[src/rtl/chg_pkg.sv]
package chg_pkg;
  typedef enum logic {
    ST_RUN  = 1'b0,
    ST_HOLD = 1'b1
  } chg_state_e;

  localparam logic HIZ_RESET = 1'b1;
endpackage

[src/rtl/chg_sync.sv]
module chg_sync #(
  parameter int STAGES = 2
) (
  input  logic clk,
  input  logic rst_n,
  input  logic d,
  output logic q
);
  logic [STAGES-1:0] sr;

  generate
    for (genvar i = 0; i < STAGES; i++) begin : g_stage
      if (i == 0) begin : g_first
        always_ff @(posedge clk or negedge rst_n) begin
          if (!rst_n) sr[0] <= 1'b0;
          else        sr[0] <= d;
        end
      end else begin : g_next
        always_ff @(posedge clk or negedge rst_n) begin
          if (!rst_n) sr[i] <= 1'b0;
          else        sr[i] <= sr[i-1];
        end
      end
    end
  endgenerate

  assign q = sr[STAGES-1];
endmodule

[src/rtl/chg_ready_qual.sv]
module chg_ready_qual #(
  parameter int READY_CYC = 4
) (
  input  logic clk,
  input  logic rst_n,
  input  logic above,
  output logic ready
);
  localparam int CW = $clog2(READY_CYC + 1);
  localparam logic [CW-1:0] CMAX = CW'(READY_CYC);

  logic [CW-1:0] cnt;

  always_ff @(posedge clk or negedge rst_n) begin
    if (!rst_n)            cnt <= '0;
    else if (!above)       cnt <= '0;
    else if (cnt != CMAX)  cnt <= cnt + 1'b1;
  end

  assign ready = (cnt == CMAX);

  AST_READY_DROP: assert property (@(posedge clk) disable iff (!rst_n)
    !above |=> !ready);
  AST_READY_RISE: assert property (@(posedge clk) disable iff (!rst_n)
    $rose(ready) |-> $past(above));
endmodule

[src/rtl/chg_supp_ctrl.sv]
module chg_supp_ctrl
  import chg_pkg::*;
(
  input  logic clk,
  input  logic rst_n,
  input  logic hiz,
  input  logic lstn_off,
  input  logic trig,
  input  logic burst_active,
  input  logic burst_done,
  output logic hold
);
  chg_state_e state, state_nx;
  logic trig_prev, bact_prev, skip_q;
  logic trig_edge, bact_rise;

  assign trig_edge = trig & ~trig_prev;
  assign bact_rise = burst_active & ~bact_prev;

  always_ff @(posedge clk or negedge rst_n) begin
    if (!rst_n) begin
      trig_prev <= 1'b0;
      bact_prev <= 1'b0;
      skip_q    <= 1'b0;
    end else begin
      trig_prev <= trig;
      bact_prev <= burst_active;
      if (bact_rise) skip_q <= trig;
    end
  end

  always_comb begin
    state_nx = state;
    if (hiz)                                   state_nx = ST_RUN;
    else if (trig_edge)                        state_nx = ST_RUN;
    else if (burst_done && lstn_off && !skip_q) state_nx = ST_HOLD;
  end

  always_ff @(posedge clk or negedge rst_n) begin
    if (!rst_n) state <= ST_RUN;
    else        state <= state_nx;
  end

  assign hold = (state == ST_HOLD);

  AST_ENTER_HOLD: assert property (@(posedge clk) disable iff (!rst_n)
    (burst_done && lstn_off && !skip_q && !hiz && !trig_edge) |=> hold);
  AST_TRIG_RELEASE: assert property (@(posedge clk) disable iff (!rst_n)
    trig_edge |=> !hold);
  AST_SKIP_HOLD: assert property (@(posedge clk) disable iff (!rst_n)
    (burst_done && skip_q && !hold) |=> !hold);
  AST_HIZ_CLEARS: assert property (@(posedge clk) disable iff (!rst_n)
    hiz |=> !hold);
  AST_LSTN_OFF_NO_HOLD: assert property (@(posedge clk) disable iff (!rst_n)
    (!hold && !lstn_off) |=> !hold);
endmodule

[src/rtl/chg_supply_ctrl.sv]
module chg_supply_ctrl
  import chg_pkg::*;
#(
  parameter int LVL_W       = 4,
  parameter int CUR_W       = 2,
  parameter int SYNC_STAGES = 2,
  parameter int READY_CYC   = 4
) (
  input  logic             clk,
  input  logic             rst_n,
  input  logic             cmp_above_a,
  input  logic             burst_active,
  input  logic             burst_done,
  input  logic             cfg_we,
  input  logic             cfg_hiz,
  input  logic             cfg_lstn_off,
  input  logic             cfg_trig,
  input  logic [LVL_W-1:0] cfg_level,
  input  logic [CUR_W-1:0] cfg_cur,
  output logic             chg_en,
  output logic [LVL_W-1:0] lvl_code,
  output logic [CUR_W-1:0] cur_code,
  output logic             vrdy
);
  logic hiz_q, lstn_q, trig_q;
  logic above_s, hold;

  always_ff @(posedge clk or negedge rst_n) begin
    if (!rst_n) begin
      hiz_q    <= HIZ_RESET;
      lstn_q   <= 1'b0;
      trig_q   <= 1'b0;
      lvl_code <= '0;
      cur_code <= '0;
    end else if (cfg_we) begin
      hiz_q    <= cfg_hiz;
      lstn_q   <= cfg_lstn_off;
      trig_q   <= cfg_trig;
      lvl_code <= cfg_level;
      cur_code <= cfg_cur;
    end
  end

  chg_sync #(.STAGES(SYNC_STAGES)) i_sync (
    .clk(clk), .rst_n(rst_n), .d(cmp_above_a), .q(above_s)
  );

  chg_ready_qual #(.READY_CYC(READY_CYC)) i_rdy (
    .clk(clk), .rst_n(rst_n), .above(above_s), .ready(vrdy)
  );

  chg_supp_ctrl i_supp (
    .clk(clk), .rst_n(rst_n), .hiz(hiz_q), .lstn_off(lstn_q), .trig(trig_q),
    .burst_active(burst_active), .burst_done(burst_done), .hold(hold)
  );

  assign chg_en = !hiz_q && !hold && !above_s;

  AST_CFG_HOLD: assert property (@(posedge clk) disable iff (!rst_n)
    !cfg_we |=> ($stable(lvl_code) && $stable(cur_code)));
  AST_CFG_LOAD: assert property (@(posedge clk) disable iff (!rst_n)
    cfg_we |=> (lvl_code == $past(cfg_level)));
endmodule

[config.mk]
export PLATFORM = sky130hd
export DESIGN_NAME = chg_supply_ctrl
export DESIGN_NICKNAME = d
export VERILOG_FILES = /design/src/rtl/chg_pkg.sv /design/src/rtl/chg_sync.sv /design/src/rtl/chg_ready_qual.sv /design/src/rtl/chg_supp_ctrl.sv /design/src/rtl/chg_supply_ctrl.sv
export SDC_FILE = /design/constraint.sdc
export NUM_CORES = 1
export LEC_CHECK = 0
export ABC_AREA = 0
export BUFFER_PORTS_ARGS = -buffer_cell sky130_fd_sc_hd__clkbuf_2
export CORE_MARGIN = 2
export CORE_UTILIZATION = 40
export DETAILED_ROUTE_END_ITERATION = 16
export PLACE_DENSITY = 0.77
export SLEW_MARGIN = 30
export SYNTH_ARGS = -nofsm -noshare
export SYNTH_HDL_FRONTEND = slang
export SYNTH_SLANG_ARGS = --single-unit
[constraint.sdc]
create_clock -name clk -period 1.1 [get_ports clk]
set_input_delay 0.055 -clock clk [delete_from_list [all_inputs] [get_ports clk]]
set_output_delay 0.055 -clock clk [all_outputs]
set_load 0.02 [all_outputs]
# After elaboration in Yosys (flattened, before gate mapping)
# Index checks and enable logic that the tools add are counted.
totals:
  reg_bits: 18
  latch_bits: 0
  ram_bits: 0
  rom_bits: 0
  output_inout_bits: 8
  n_memories: 0
classes:
  addsub: 1
  mul: 0
  div_mod_pow: 0
  order_cmp: 0
  eq_ne: 3
  shifts: 0
  mux: 5
  bitwise: 4
  reduce_logical: 9
op_table:
  columns: ["op", "n"]
  rows:
  - ["3-bit two-way mux", 2]
  - ["1-bit logical AND", 4]
  - ["1-bit logical NOT", 4]
  - ["3-bit by 1-bit adder with 3-bit output (second input constant)", 1]
  - ["3-bit equality test (second input constant)", 1]
  - ["1-bit two-way mux", 3]
  - ["3-bit inequality test (second input constant)", 1]
  - ["3-bit nonzero test", 1]
  - ["1-bit bitwise AND", 2]
  - ["2-bit by 1-bit inequality test with 1-bit output (second input constant)", 1]
  - ["1-bit inverter", 2]

# Longest topological paths before layout
# Gate-level depths: netlist (run 1).
logic_depth:
  depth_word: 5
  depth_mapped: 4
  depth_no_buf: 4

# Hierarchy
# Synthesis (run 1) repeated with hierarchy kept, for this count alone.
hier_totals:
  cells_unflattened: 49
  hier_area_um2: 770.7
modules_own_cells:
  columns: ["mod", "n_inst", "cells_per_inst", "area_each_um2", "seq_area_each_um2"]
  rows:
  - ["chg_supply_ctrl", 1, 20, 377.9, 226.5]
  - ["chg_ready_qual", 1, 17, 171.4, 75.1]
  - ["chg_supp_ctrl", 1, 10, 171.4, 100.1]
  - ["chg_sync", 1, 2, 50.0, 50.0]

# Worst setup path before layout (run 1)
# Ideal clock, no wire load.
synth_path:
  kind: "register to register"
  start: "register i_rdy.cnt[0]"
  end: "register i_rdy.cnt[1]"
  setup_time_ns: 0.119
  arrival_time_ns: 0.970
  path_slack_ns: 0.011
  path_stages_with_launch: 5
  n_path_buf: 0
  synth_period_minus_slack_ns: 1.089
  cell_sequence: "dfrtp_1 -> inv_1 -> ha_1 -> and3_1 -> o21a_1"
synth_between:
  elab_chain_len: 3
  word_cells_on_any_way: 5
synth_lines:
  columns: ["element", "line", "text"]
  rows:
  - ["from (decl)", "chg_ready_qual.sv:12", "logic [CW-1:0] cnt;"]
  - ["from (signal assigned)", "chg_ready_qual.sv:17", "else if (cnt != CMAX) cnt <= cnt + 1'b1;"]
  - ["3-bit by 1-bit adder with 3-bit output", "chg_ready_qual.sv:17", null]
  - ["3-bit two-way mux", "chg_ready_qual.sv:17", null]
  - ["3-bit two-way mux", "chg_ready_qual.sv:16", "else if (!above) cnt <= '0;"]
# Several ways; a longest one is shown, not always the timed one. The select of a mux whose other input is x is not followed.
# A chain may end at the register's enable or synchronous reset.

# Worst setup path in the final report (run 1)
layout_path:
  start: "register i_rdy.cnt[1]"
  end: "output port vrdy"
layout_between:
  elab_chain_len: 1
layout_lines:
  columns: ["element", "line", "text"]
  rows:
  - ["3-bit equality test", "chg_ready_qual.sv:20", "assign ready = (cnt == CMAX);"]
  - ["to (decl)", "chg_supply_ctrl.sv:23", "output logic vrdy"]
# Every way passes these cells.

==> impl_results.md, run 1 <==
- Status: complete, but fails checks
- Failing checks: setup timing
- Worst rel slew slack: 0.720
- Post-Layout Cell Count: between 100 and 150
- Final core utilization: 0.639
- Clock latency at the later pin of the worst-skew pair: 0.28 ns
- Avg Inst Size Synth: 15.2 sq um
- CTS tree: built
- Power density cells: 1310 nW/um^2
- First-pass GRT wire length: 2.22 mm
- Buffers on Ports: 22
- Largest delay share family, worst path: flip-flops
- Yosys reg bits: 18
- Worst path required time: 1.04 ns
- Worst path slowest cell: dfrtp_1
- Largest net degree at the start of global routing: 19
- DRC errors left: 0
- Internal power: 1.08 mW
- Switching share of power: 0.264
- Synth top area cells: dfrtp_1 57%, mux2_4 18%, dfstp_2 3.5%
- Gate power share: 0.249
- Fin crit period: 1.20 ns
- Drt initial violations: 4
- Fillers: 127
- CP max FO: 2
- CP max stage delay: 0.38 ns
- I/O pin cnt: 23
- Syn Inst Count: 49
- Core Box Area: 1750 sq um
- TritonRoute pass-1 iters: 2
- DP Wirelength: between 800 and 900 microns
- Max Slew Vio Count: 0
- Final nets: 109
- ANT cells: 0
- Vias: 528
- Fin Hold WS: about 0.0021 ns
- Buffers & Inverters on Critical Path: 2
- Vias per cell: 4.55
- Antenna violations before repair: 0
- CTS clk-pin slew, worst paths: 0.10 ns
- RSZ-0062 raised after global routing: true
- Final wirelength: about 1.5 mm
- Die H: 47.1 microns
- Starting Density: 0.427
- H-tree depth: 1
- Area of the die: roughly 2200 sq um
- Reg area: between 400 and 500 sq um
- Flop pwr share: 0.527
- Worst vdd ir: approximately 890 uV
- Post-synth top area cell: dfrtp_1
- Mapped Area: 744 sq um
- Synth warnings: 0
- Area growth from synthesis to final layout: 49.9%
- Final WS setup: -0.103 ns
- Max-cap violation count: 0
- Total GRT Usage: 0.148
- Final setup viols: 3
- Clk root buf: clkbuf_4
- Die width: 47.1 microns
- Worst setup EP type: output pin
- Hold/Removal Path Class: in -> reg
- Number of global-route vias before repair: 519
- Dpl ws: -0.0227 ns
- Period utilization: 1.09
- Switching power: between 300 and 400 uW
- Total power: about 1.5 mW
- Num CTS Buffers: 3
- Worst path cell trace: inv_2, ha_4, and2_4, buf_8
- CP Launch Type: flip-flop
- Proportion of layout cells with a drive suffix above 1: 0.582
- CTS max path bufs: 2
- WS Path Type: reg -> out
- Clk sink count: 18
- Total gr overflow: 0
- Clock Skew: 0.000717 ns
- Routability cong.: about 0.65
- CP arrival: 1.15 ns
- Worst-margin pin slew: between 0.4 and 0.5 ns
- Library cells used by synthesis: 18
- Final Hold Violating Endpoints: 0
- Post-synthesis sequential area ratio: 0.607
- Share of the synthesized area in the top cell type: 0.571
- Multi-input logic area: 309 sq um
- Rows: 15
- Max Freq: 831 MHz
- DR WL/cell: 12.9 microns
- Clock power frac: 0.223
- P_leak: between 0.5 and 0.6 nW
- Post-Place Cells: 96
- Synth Net Count: 66
- Post-DRT Antenna Nets: 0
## repair_timing
action | 4_1_cts | 5_1_grt
resized for setup | 11 | 8
pin swaps | 6 | 4
buffers inserted | 5 | 2
hold buffers | 6 | 4
cloned | 0 | 0
endpoints found under the setup margin | 4 | 5
endpoints found under the hold margin | 22 | 4
## worst register-to-register path, stage by stage (launching register included)
cell	delay [ns]
dfrtp_1	0.38
inv_2	0.06
ha_4	0.16
buf_6	0.12
and3_4	0.13
o21a_1	0.17
## flip-flops by register name, indices dropped and copies added, names as in the netlist
register and count:
lvl_code 4, i_rdy.cnt 3, cur_code 2, hiz_q 1, i_supp.bact_prev 1, i_supp.hold 1, i_supp.skip_q 1, i_supp.trig_prev 1
i_sync.q 1, i_sync.sr 1, lstn_q 1, trig_q 1
## final cells by class
cell class                 instances  share of cell area
tap                               25              0.0280
sequential                        18               0.405
clock buffer                       4              0.0235
timing repair buffer              39               0.250
inverter                           5              0.0168
multi-input combinational         25               0.277
## through the flow
stage               instance area, sq um  TNS (ns)
global placement                     882         0
global route                        1120    -0.320
floorplan                            744         0
detailed placement                   882   -0.0292
CTS                                 1050    -0.147
finish                              1120    -0.131
## cell families (layout without fill, tap and decap cells)
| logic type | after synthesis | in the layout | share of synthesized area |
|---|---|---|---|
| DFF | 18 | 18 | 0.607 |
| muxes | 10 | 10 | 0.197 |
| AOI/OAI and AO/OA | 7 | 7 | 0.0723 |
| and+or+nand+nor | 6 | 6 | 0.0504 |
| buffers and inverters | 6 | 48 | 0.0403 |
| adders and majority gates | 2 | 2 | 0.0336 |
## placed cells by master, fill, tap and decap left out, drive strengths merged
cell,n
a221oi,1
and3,2
dfrtp,17
a31oi,1
nor2b,1
o21a,2
ha,2
inv,5
dlygate4sd3,10
nand3b,1
dfstp,1
nor3,1
a21oi,1
and2,1
clkbuf,24
mux2,10
buf,9
a21boi,1
o21ai,1
## path summary, 6_finish.rpt
path	startpoint	end	slack [ns]	cells past startpoint
max	i_rdy.cnt[1]	vrdy	-0.10	4
min	cfg_lstn_off	lstn_q	0.002	2
max reg2reg	i_rdy.cnt[1]	i_rdy.cnt[0]	-0.02	5
min reg2reg	i_sync.sr[0]	i_sync.q	0.36	0
max in group asynchronous	rst_n	hiz_q	0.52	2
min in group asynchronous	rst_n	cur_code[1]	0.26	2
## metal layers
| metal | track usage | up-vias | wire length, microns |
|---|---|---|---|
| met1 | 0.187 | 252 | 596 |
| li1 | - | 252 | - |
| met5 | 0 | - | 0 |
| met2 | 0.244 | 20 | 774 |
| met3 | 0.0308 | 4 | 109 |
| met4 | 0.0667 | 0 | 21 |
## power groups by stage
| stage | sequential (mW) | combinational, mW | clock, mW |
|---|---|---|---|
| 6_report | 0.772 | 0.365 | 0.327 |
| 5_1_grt | 0.780 | 0.399 | 0.360 |
| 4_1_cts | 0.770 | 0.325 | 0.328 |
| 3_5_place_dp | 0.784 | 0.247 | 0 |
| 3_3_place_gp | 0.780 | 0.238 | 0 |
| 2_1_floorplan | 0.803 | 0.134 | 0 |
## cells in the mapped netlist (all sizes together)
| cell type | n |
|---|---|
| buf | 1 |
| o21a | 2 |
| and3 | 2 |
| o21ai | 1 |
| dfstp | 1 |
| a21oi | 1 |
| nand3b | 1 |
| nor2b | 1 |
| a221oi | 1 |
| nor3 | 1 |
| a31oi | 1 |
| a21boi | 1 |
| ha | 2 |
| mux2 | 10 |
| and2 | 1 |
| inv | 5 |
| dfrtp | 17 |
(Power assumes the default switching activity.)
==> run 2: changes to the inputs <==
--- a/config.mk
+++ b/config.mk
@@ -8,9 +8,10 @@
 export ABC_AREA = 0
 export BUFFER_PORTS_ARGS = -buffer_cell sky130_fd_sc_hd__clkbuf_2
 export CORE_MARGIN = 2
-export CORE_UTILIZATION = 40
+export CORE_UTILIZATION = 46
+export CTS_BUF_LIST = sky130_fd_sc_hd__clkbuf_8
 export DETAILED_ROUTE_END_ITERATION = 16
-export PLACE_DENSITY = 0.77
+export PLACE_DENSITY = 0.86
 export SLEW_MARGIN = 30
 export SYNTH_ARGS = -nofsm -noshare
 export SYNTH_HDL_FRONTEND = slang
==> impl_results.md, run 2 (synthesis gave the netlist of run 1 again) <==
- Status: complete, but fails checks
- Failing checks: setup timing
- Fin Hold WS: 0.0319 ns (+0.0298 ns)
- Final nets: 98 (-10%)
- Clock Skew: 0.00429 ns (+0.00358 ns)
- Reg with most FFs: lvl_code
- Most common cell after layout, fill and taps aside: clkbuf_2
- Hold Path Stages: 2 (unchanged)
- DP Wirelength: 945 microns (+9.3%)
- Worst path required time: 1.04 ns (about the same)
- CTS tree: built
- Total GRT Usage: 0.152 (+0.00483)
- CP max stage delay: 0.36 ns (-0.02 ns)
- Dpl ws: -0.0297 ns (-0.00696 ns)
- Buffers on Ports: 22 (unchanged)
- Final WS setup: -0.0421 ns (+0.0614 ns)
- Period utilization: 1.04 (-0.0558)
- Drt initial violations: 4 (unchanged)
- P_leak: 0.510 nW (-7.0%)
- Number of global-route vias before repair: 493 (-5.0%)
- DRC errors left: 0 (unchanged)
- Final setup viols: 2 (-1)
- Max reg flops: 4 (unchanged)
- CTS clk-pin slew, worst paths: 0.07 ns (-0.03 ns)
- First-pass GRT wire length: 2.10 mm (-5.6%)
- Clk sink count: 18 (unchanged)
- Design area: 998 sq um (-11%)
- H-tree depth: 1 (unchanged)
- Met1 WL: 539 microns (-9.6%)
- DR top layer: met4
- WHS Endpoint: trig_q
- Worst path slowest cell: dfrtp_1
- Switching share of power: 0.250 (-0.0137)
- Clock power frac: 0.296 (+0.073)
- R2R Path End: i_rdy.cnt[0]
- ANT cells: 0 (unchanged)
- Gate power share: 0.196 (-0.053)
- Final Hold Violating Endpoints: 0 (unchanged)
- Area growth from synthesis to final layout: 34.1%
- Area of the die: 1960 sq um (-12%)
- Max-cap violation count: 0 (unchanged)
- CTS max path bufs: 2 (unchanged)
- CP Launch Type: flip-flop
- I/O pin cnt: 23 (unchanged)
- CP arrival: 1.09 ns (-0.06 ns)
- Total power: 1.53 mW (+4.2%)
- Proportion of layout cells with a drive suffix above 1: 0.575 (-0.00742)
- Clk root buf: clkbuf_8
- Worst vdd ir: 1060 uV (+18%)
- Vias: 478 (-9.5%)
- WS Path Type: reg -> out
- Flop pwr share: 0.508 (-0.019)
- Num CTS Buffers: 3 (unchanged)
- Rows: 14 (-1)
- Starting Density: 0.494 (+0.0677)
- Clock latency at the later pin of the worst-skew pair: 0.25 ns (-0.03 ns)
- Switching power: 382 uW (-1.2%)
- Hold/Removal Path Class: in -> reg
- Vias per cell: 4.98 (+9.4%)
- Core Box Area: 1510 sq um (-14%)
- Worst path cell trace: inv_2, ha_4, and2_4, buf_8
- Fillers: 118 (-7.1%)
- RSZ-0062 raised after global routing: true
- Largest regs: lvl_code x4, i_rdy.cnt x3, cur_code x2
- Max Freq: 876 MHz (+5.4%)
- Hold Crit Start: cfg_trig
- Die H: 44.2 microns (-6.2%)
- DR WL/cell: 13.5 microns (+4.2%)
- TritonRoute pass-1 iters: 2 (unchanged)
- Worst-margin pin slew: 0.426 ns (+0.00646 ns)
- Post-DRT Antenna Nets: 0 (unchanged)
- Routability cong.: 0.658 (+1.8%)
- Worst setup EP type: output pin
- DR WL met3: 92 microns (-16%)
- Commonest non-fill, non-tap cells in the layout: 20 x clkbuf_2, 17 x dfrtp_1, 9 x mux2_4, 4 x inv_1, 4 x buf_4
- Reg2reg path depth: 5 (unchanged)
- Die width: 44.2 microns (-6.2%)
- Fin crit period: 1.14 ns (-0.0614 ns)
- Max Slew Vio Count: 0 (unchanged)
- Placed cell areas: 871 sq um (-1.3%)
- Total gr overflow: 0 (unchanged)
- Final wirelength: 1.30 mm (-14%)
- Reg-to-reg setup timing slack: -0.03 ns (about the same)
- Internal power: 1.14 mW (+6.1%)
- Antenna violations before repair: 0 (unchanged)
- RR Startpoint: i_rdy.cnt[0]
- DR WL met2: 644 microns (-17%)
- Power density cells: 1530 nW/um^2 (+16%)
- Largest net degree at the start of global routing: 19 (unchanged)
- CP max FO: 4 (+2)
- Worst rel slew slack: 0.716 (-0.00430)
[run 2: how the worst max path moves through the flow]
stage	startpoint	to	slack, ns	cells past startpoint
after floorplan	i_rdy.cnt[0]	i_rdy.cnt[1]	0.01	4
after global routing	i_rdy.cnt[0]	vrdy	-0.09	4
after detailed placement	i_rdy.cnt[1]	i_rdy.cnt[1]	-0.03	4
after global placement	i_rdy.cnt[0]	i_rdy.cnt[1]	0.04	4
after CTS	i_rdy.cnt[1]	vrdy	-0.06	4
final	i_rdy.cnt[0]	vrdy	-0.04	4
[run 2: metal layers]
layer / global-route usage / up-vias
li1: - / 231
met1: 0.200 / 225
met2: 0.229 / 20
met3: 0.0490 / 2
met4: 0.0727 / 0
met5: 0 / -
[run 2: what timing repair did]
action,CTS,global route
gates resized for setup,8,5
setup buffers,2,0
setup endpoints to repair,4,5
hold endpoints to repair,19,0
pin swaps,1,1
hold buffers,3,0
[run 2: critical path, delay by kind of cell (launching register included)]
kind          cells  cell delay, ns
fa+ha+maj         1            0.16
buf+inv           2            0.17
flops             1            0.36
simple gates      1            0.15
[run 2: layout make-up]
type,count,area (sq um),area share
clock buffers,3,41.3,0.0414
clock inverters,1,3.75,0.00376
inverters,5,18.8,0.0188
multi-input cells,25,288,0.288
flip-flops and latches,18,452,0.452
well taps,16,20.0,0.0201
repair buffers,28,175,0.175
[run 2: power groups by stage]
stage / registers (mW) / clock network [mW] / logic, mW
after floorplan: 0.803 / 0 / 0.134
after global placement: 0.780 / 0 / 0.236
after detailed placement: 0.783 / 0 / 0.250
after CTS: 0.774 / 0.461 / 0.295
after global routing: 0.784 / 0.487 / 0.328
final: 0.775 / 0.451 / 0.300
[run 2: per-stage QoR]
step / util / std cells / TNS, ns
after floorplan: - / 49 / 0
after global placement: 0.578 / 87 / 0
after detailed placement: 0.578 / 87 / -0.0297
after CTS: 0.655 / 96 / -0.0996
after global routing: 0.663 / 96 / -0.218
final: 0.663 / 96 / -0.0744
==> run 3: changes to the inputs <==
--- a/config.mk
+++ b/config.mk
@@ -11,8 +11,9 @@
 export CORE_UTILIZATION = 46
 export CTS_BUF_LIST = sky130_fd_sc_hd__clkbuf_8
 export DETAILED_ROUTE_END_ITERATION = 16
-export PLACE_DENSITY = 0.86
+export PLACE_DENSITY = 0.85
 export SLEW_MARGIN = 30
 export SYNTH_ARGS = -nofsm -noshare
 export SYNTH_HDL_FRONTEND = slang
+export SYNTH_HIERARCHICAL = 1
 export SYNTH_SLANG_ARGS = --single-unit
==> impl_results.md, run 3 <==
- CP arrival: 1.10 ns (about the same)
- Proportion of layout cells with a drive suffix above 1: 0.655 (+0.0798)
- CP max stage delay: 0.37 ns (about the same)
- Period utilization: 1.05 (+0.0154)
- Buffers on Ports: 22 (unchanged)
- Mapped Area: 771 sq um (+3.5%)
- CTS clk-pin slew, worst paths: 0.06 ns (about the same)
- Die H: 44.9 microns (+1.6%)
- Max Freq: 863 MHz (-1.5%)
- Area of the die: 2020 sq um (+3.2%)
- Largest net degree at the start of global routing: 19 (unchanged)
- Post-synth top area cell: dfrtp_1
- Yosys reg bits: 18 (unchanged)
- Final wirelength: 1.34 mm (+3.2%)
- DRC errors left: 0 (unchanged)
- First-pass GRT wire length: 2.24 mm (+6.9%)
- Post-DRT Antenna Nets: 0 (unchanged)
- WHS Endpoint: trig_q
- Commonest non-fill, non-tap cells in the layout: 20 x clkbuf_2, 17 x dfrtp_1, 10 x mux2_4, 8 x buf_4, 4 x clkbuf_8
- Number of global-route vias before repair: 483 (-2.0%)
- Final setup viols: 1 (-1)
- Rows: 14 (unchanged)
- Internal power: 1.24 mW (+8.7%)
- Worst-margin pin slew: 0.415 ns (-0.0114 ns)
- Most common cell after layout, fill and taps aside: clkbuf_2
- Power density cells: 1540 nW/um^2 (+1.0%)
- RR Startpoint: i_rdy/cnt[1]
- Buffers & Inverters on Critical Path: 2 (unchanged)
- Clock latency at the later pin of the worst-skew pair: 0.25 ns (about the same)
- Clk sink count: 18 (unchanged)
- Total GRT Usage: 0.166 (+0.0139)
- WS Path Type: reg -> out
- Post-synthesis sequential area ratio: 0.586 (-0.0207)
- Vias per cell: 4.89 (-1.8%)
- Core Box Area: 1540 sq um (+2.3%)
- Synth cell count leaders: 17 x dfrtp_1, 10 x mux2_4, 5 x inv_1
- Worst rel slew slack: 0.724 (+0.00762)
- Max Slew Vio Count: 0 (unchanged)
- Gate power share: 0.209 (+0.013)
- Clock Skew: 0.00138 ns (-0.00291 ns)
- Prevailing post-synth register cell: dfrtp_1
- DR WL/cell: 13.4 microns (-0.89%)
- CP max FO: 2 (-2)
- Final nets: 102 (+4.1%)
- Reg with most FFs: lvl_code
- Post-Place Cells: 86 (-1.1%)
- Routability cong.: 0.674 (+2.5%)
- DR WL met3: 84 microns (-8.7%)
- Flop pwr share: 0.477 (-0.031)
- R2R Path End: i_rdy/cnt[1]
- Avg Inst Size Synth: 15.7 sq um (+3.5%)
- I/O pin cnt: 23 (unchanged)
- Starting Density: 0.500 (+0.00581)
- Die width: 44.9 microns (+1.6%)
- Asr flop ratio synth: 1.00 (unchanged)
- Clk root buf: clkbuf_8
- Total power: 1.63 mW (+7.1%)
- Switching power: 391 uW (+2.4%)
- H-tree depth: 1 (unchanged)
- Synth Net Count: 66 (unchanged)
- Num CTS Buffers: 3 (unchanged)
- Synth warnings: 6 (+6)
- Antenna violations before repair: 0 (unchanged)
- Reg-to-reg setup timing slack: 0.05 ns (+0.08 ns)
- Post-Layout Cell Count: 100 (+4.2%)
- Clock power frac: 0.313 (+0.017)
- Max-cap violation count: 0 (unchanged)
- Fin crit period: 1.16 ns (+0.0169 ns)
- Largest delay share family, worst path: flip-flops
- Hold Crit Start: cfg_trig
- CTS max path bufs: 2 (unchanged)
- Worst setup EP type: output pin
- Final WS setup: -0.0590 ns (-0.0169 ns)
- Count leader, synth: dfrtp_1
- Area growth from synthesis to final layout: 37.3%
- P_leak: 0.546 nW (+7.1%)
- Reg2reg path depth: 5 (unchanged)
- CP Launch Type: flip-flop
- CTS tree: built
- Worst path required time: 1.04 ns (about the same)
- Worst path slowest cell: dfrtp_1
- Drt initial violations: 1 (-3)
- Failing checks: setup timing
- Status: complete, but fails checks
- Worst path cell trace: inv_2, ha_4, and2_4, buf_8
- DR WL met2: 689 microns (+7.0%)
- DP Wirelength: 997 microns (+5.5%)
- Largest regs: lvl_code x4, i_rdy/cnt x3, cur_code x2
- Syn Inst Count: 49 (unchanged)
- Total gr overflow: 0 (unchanged)
- Hold Path Stages: 2 (unchanged)
- TritonRoute pass-1 iters: 3 (+1)
- Max reg flops: 4 (unchanged)
- DR top layer: met4
- Final Hold Violating Endpoints: 0 (unchanged)
- Share of the synthesized area in the top cell type: 0.552 (-0.0195)
- ANT cells: 0 (unchanged)
- Met1 WL: 546 microns (+1.3%)
- EDFF count, synth: 0 (unchanged)
- Library cells used by synthesis: 17 (-1)
- Switching share of power: 0.239 (-0.0110)
- Synth top area cells: dfrtp_1 55%, mux2_4 19%, dfstp_2 3.4%
- Worst vdd ir: 903 uV (-15%)
- Hold/Removal Path Class: in -> reg
- RSZ-0062 raised after global routing: true
- Vias: 489 (+2.3%)
-- run 3: cells by family after synthesis --
group | after synthesis | share of synthesized area
AOI/OAI and AO/OA | 5 | 0.0568
adders and majority gates | 2 | 0.0325
buffers and inverters | 6 | 0.0390
DFF | 18 | 0.586
muxes | 10 | 0.195
and+or+nand+nor | 8 | 0.0909
-- run 3: layout make-up --
type / instances / area, sq um
Tap cell: 16 / 20.0
Inverter: 5 / 18.8
Fill cell: 122 / 483
Clock buffer: 4 / 55.1
Sequential cell: 18 / 452
Timing Repair Buffer: 32 / 205
Multi-Input combinational cell: 25 / 308
-- run 3: worst max-delay path by stage --
stage	cells past startpoint	to	start
floorplan	4	i_rdy/cnt[0]	i_rdy/cnt[0]
global placement	4	vrdy	i_rdy/cnt[0]
detailed placement	4	vrdy	i_rdy/cnt[0]
CTS	4	vrdy	i_rdy/cnt[1]
global route	4	vrdy	i_rdy/cnt[1]
finish	4	vrdy	i_rdy/cnt[1]
-- run 3: layer usage --
layer | GRT usage | vias up
met2 | 0.266 | 22
met4 | 0.0706 | 0
met1 | 0.219 | 226
met5 | 0 | -
met3 | 0.0360 | 2
li1 | - | 239
-- run 3: power by group through the flow --
stage                     registers, mW  logic (mW)  clock network (mW)
after global placement            0.787       0.247                   0
after global routing              0.790       0.371               0.562
after CTS                         0.782       0.319               0.525
after detailed placement          0.795       0.259                   0
after floorplan                   0.810       0.150                   0
final                             0.780       0.342               0.512
-- run 3: metrics by stage --
| step | setup TNS (ns) | instance area [sq um] | util | hold slack [ns] | setup WS, ns |
|---|---|---|---|---|---|
| 4_1_cts | -0.0739 | 1040 | 0.672 | 0.0330 | -0.0739 |
| 2_1_floorplan | 0 | 771 | - | -0.241 | 0.0981 |
| 5_1_grt | -0.107 | 1060 | 0.687 | 0.0307 | -0.107 |
| 6_report | -0.0590 | 1060 | 0.687 | 0.0364 | -0.0590 |
| 3_3_place_gp | 0 | 890 | 0.577 | 0.00407 | 0.0941 |
| 3_5_place_dp | 0 | 890 | 0.577 | 0.0101 | 0.0368 |
-- run 3: repair_timing --
action | 4_1_cts | 5_1_grt
pin swaps | 1 | 4
hold buffers | 3 | 0
gates resized for setup | 6 | 4
buffers inserted | 5 | 2
endpoints found under the setup margin | 2 | 5
endpoints found under the hold margin | 19 | 0
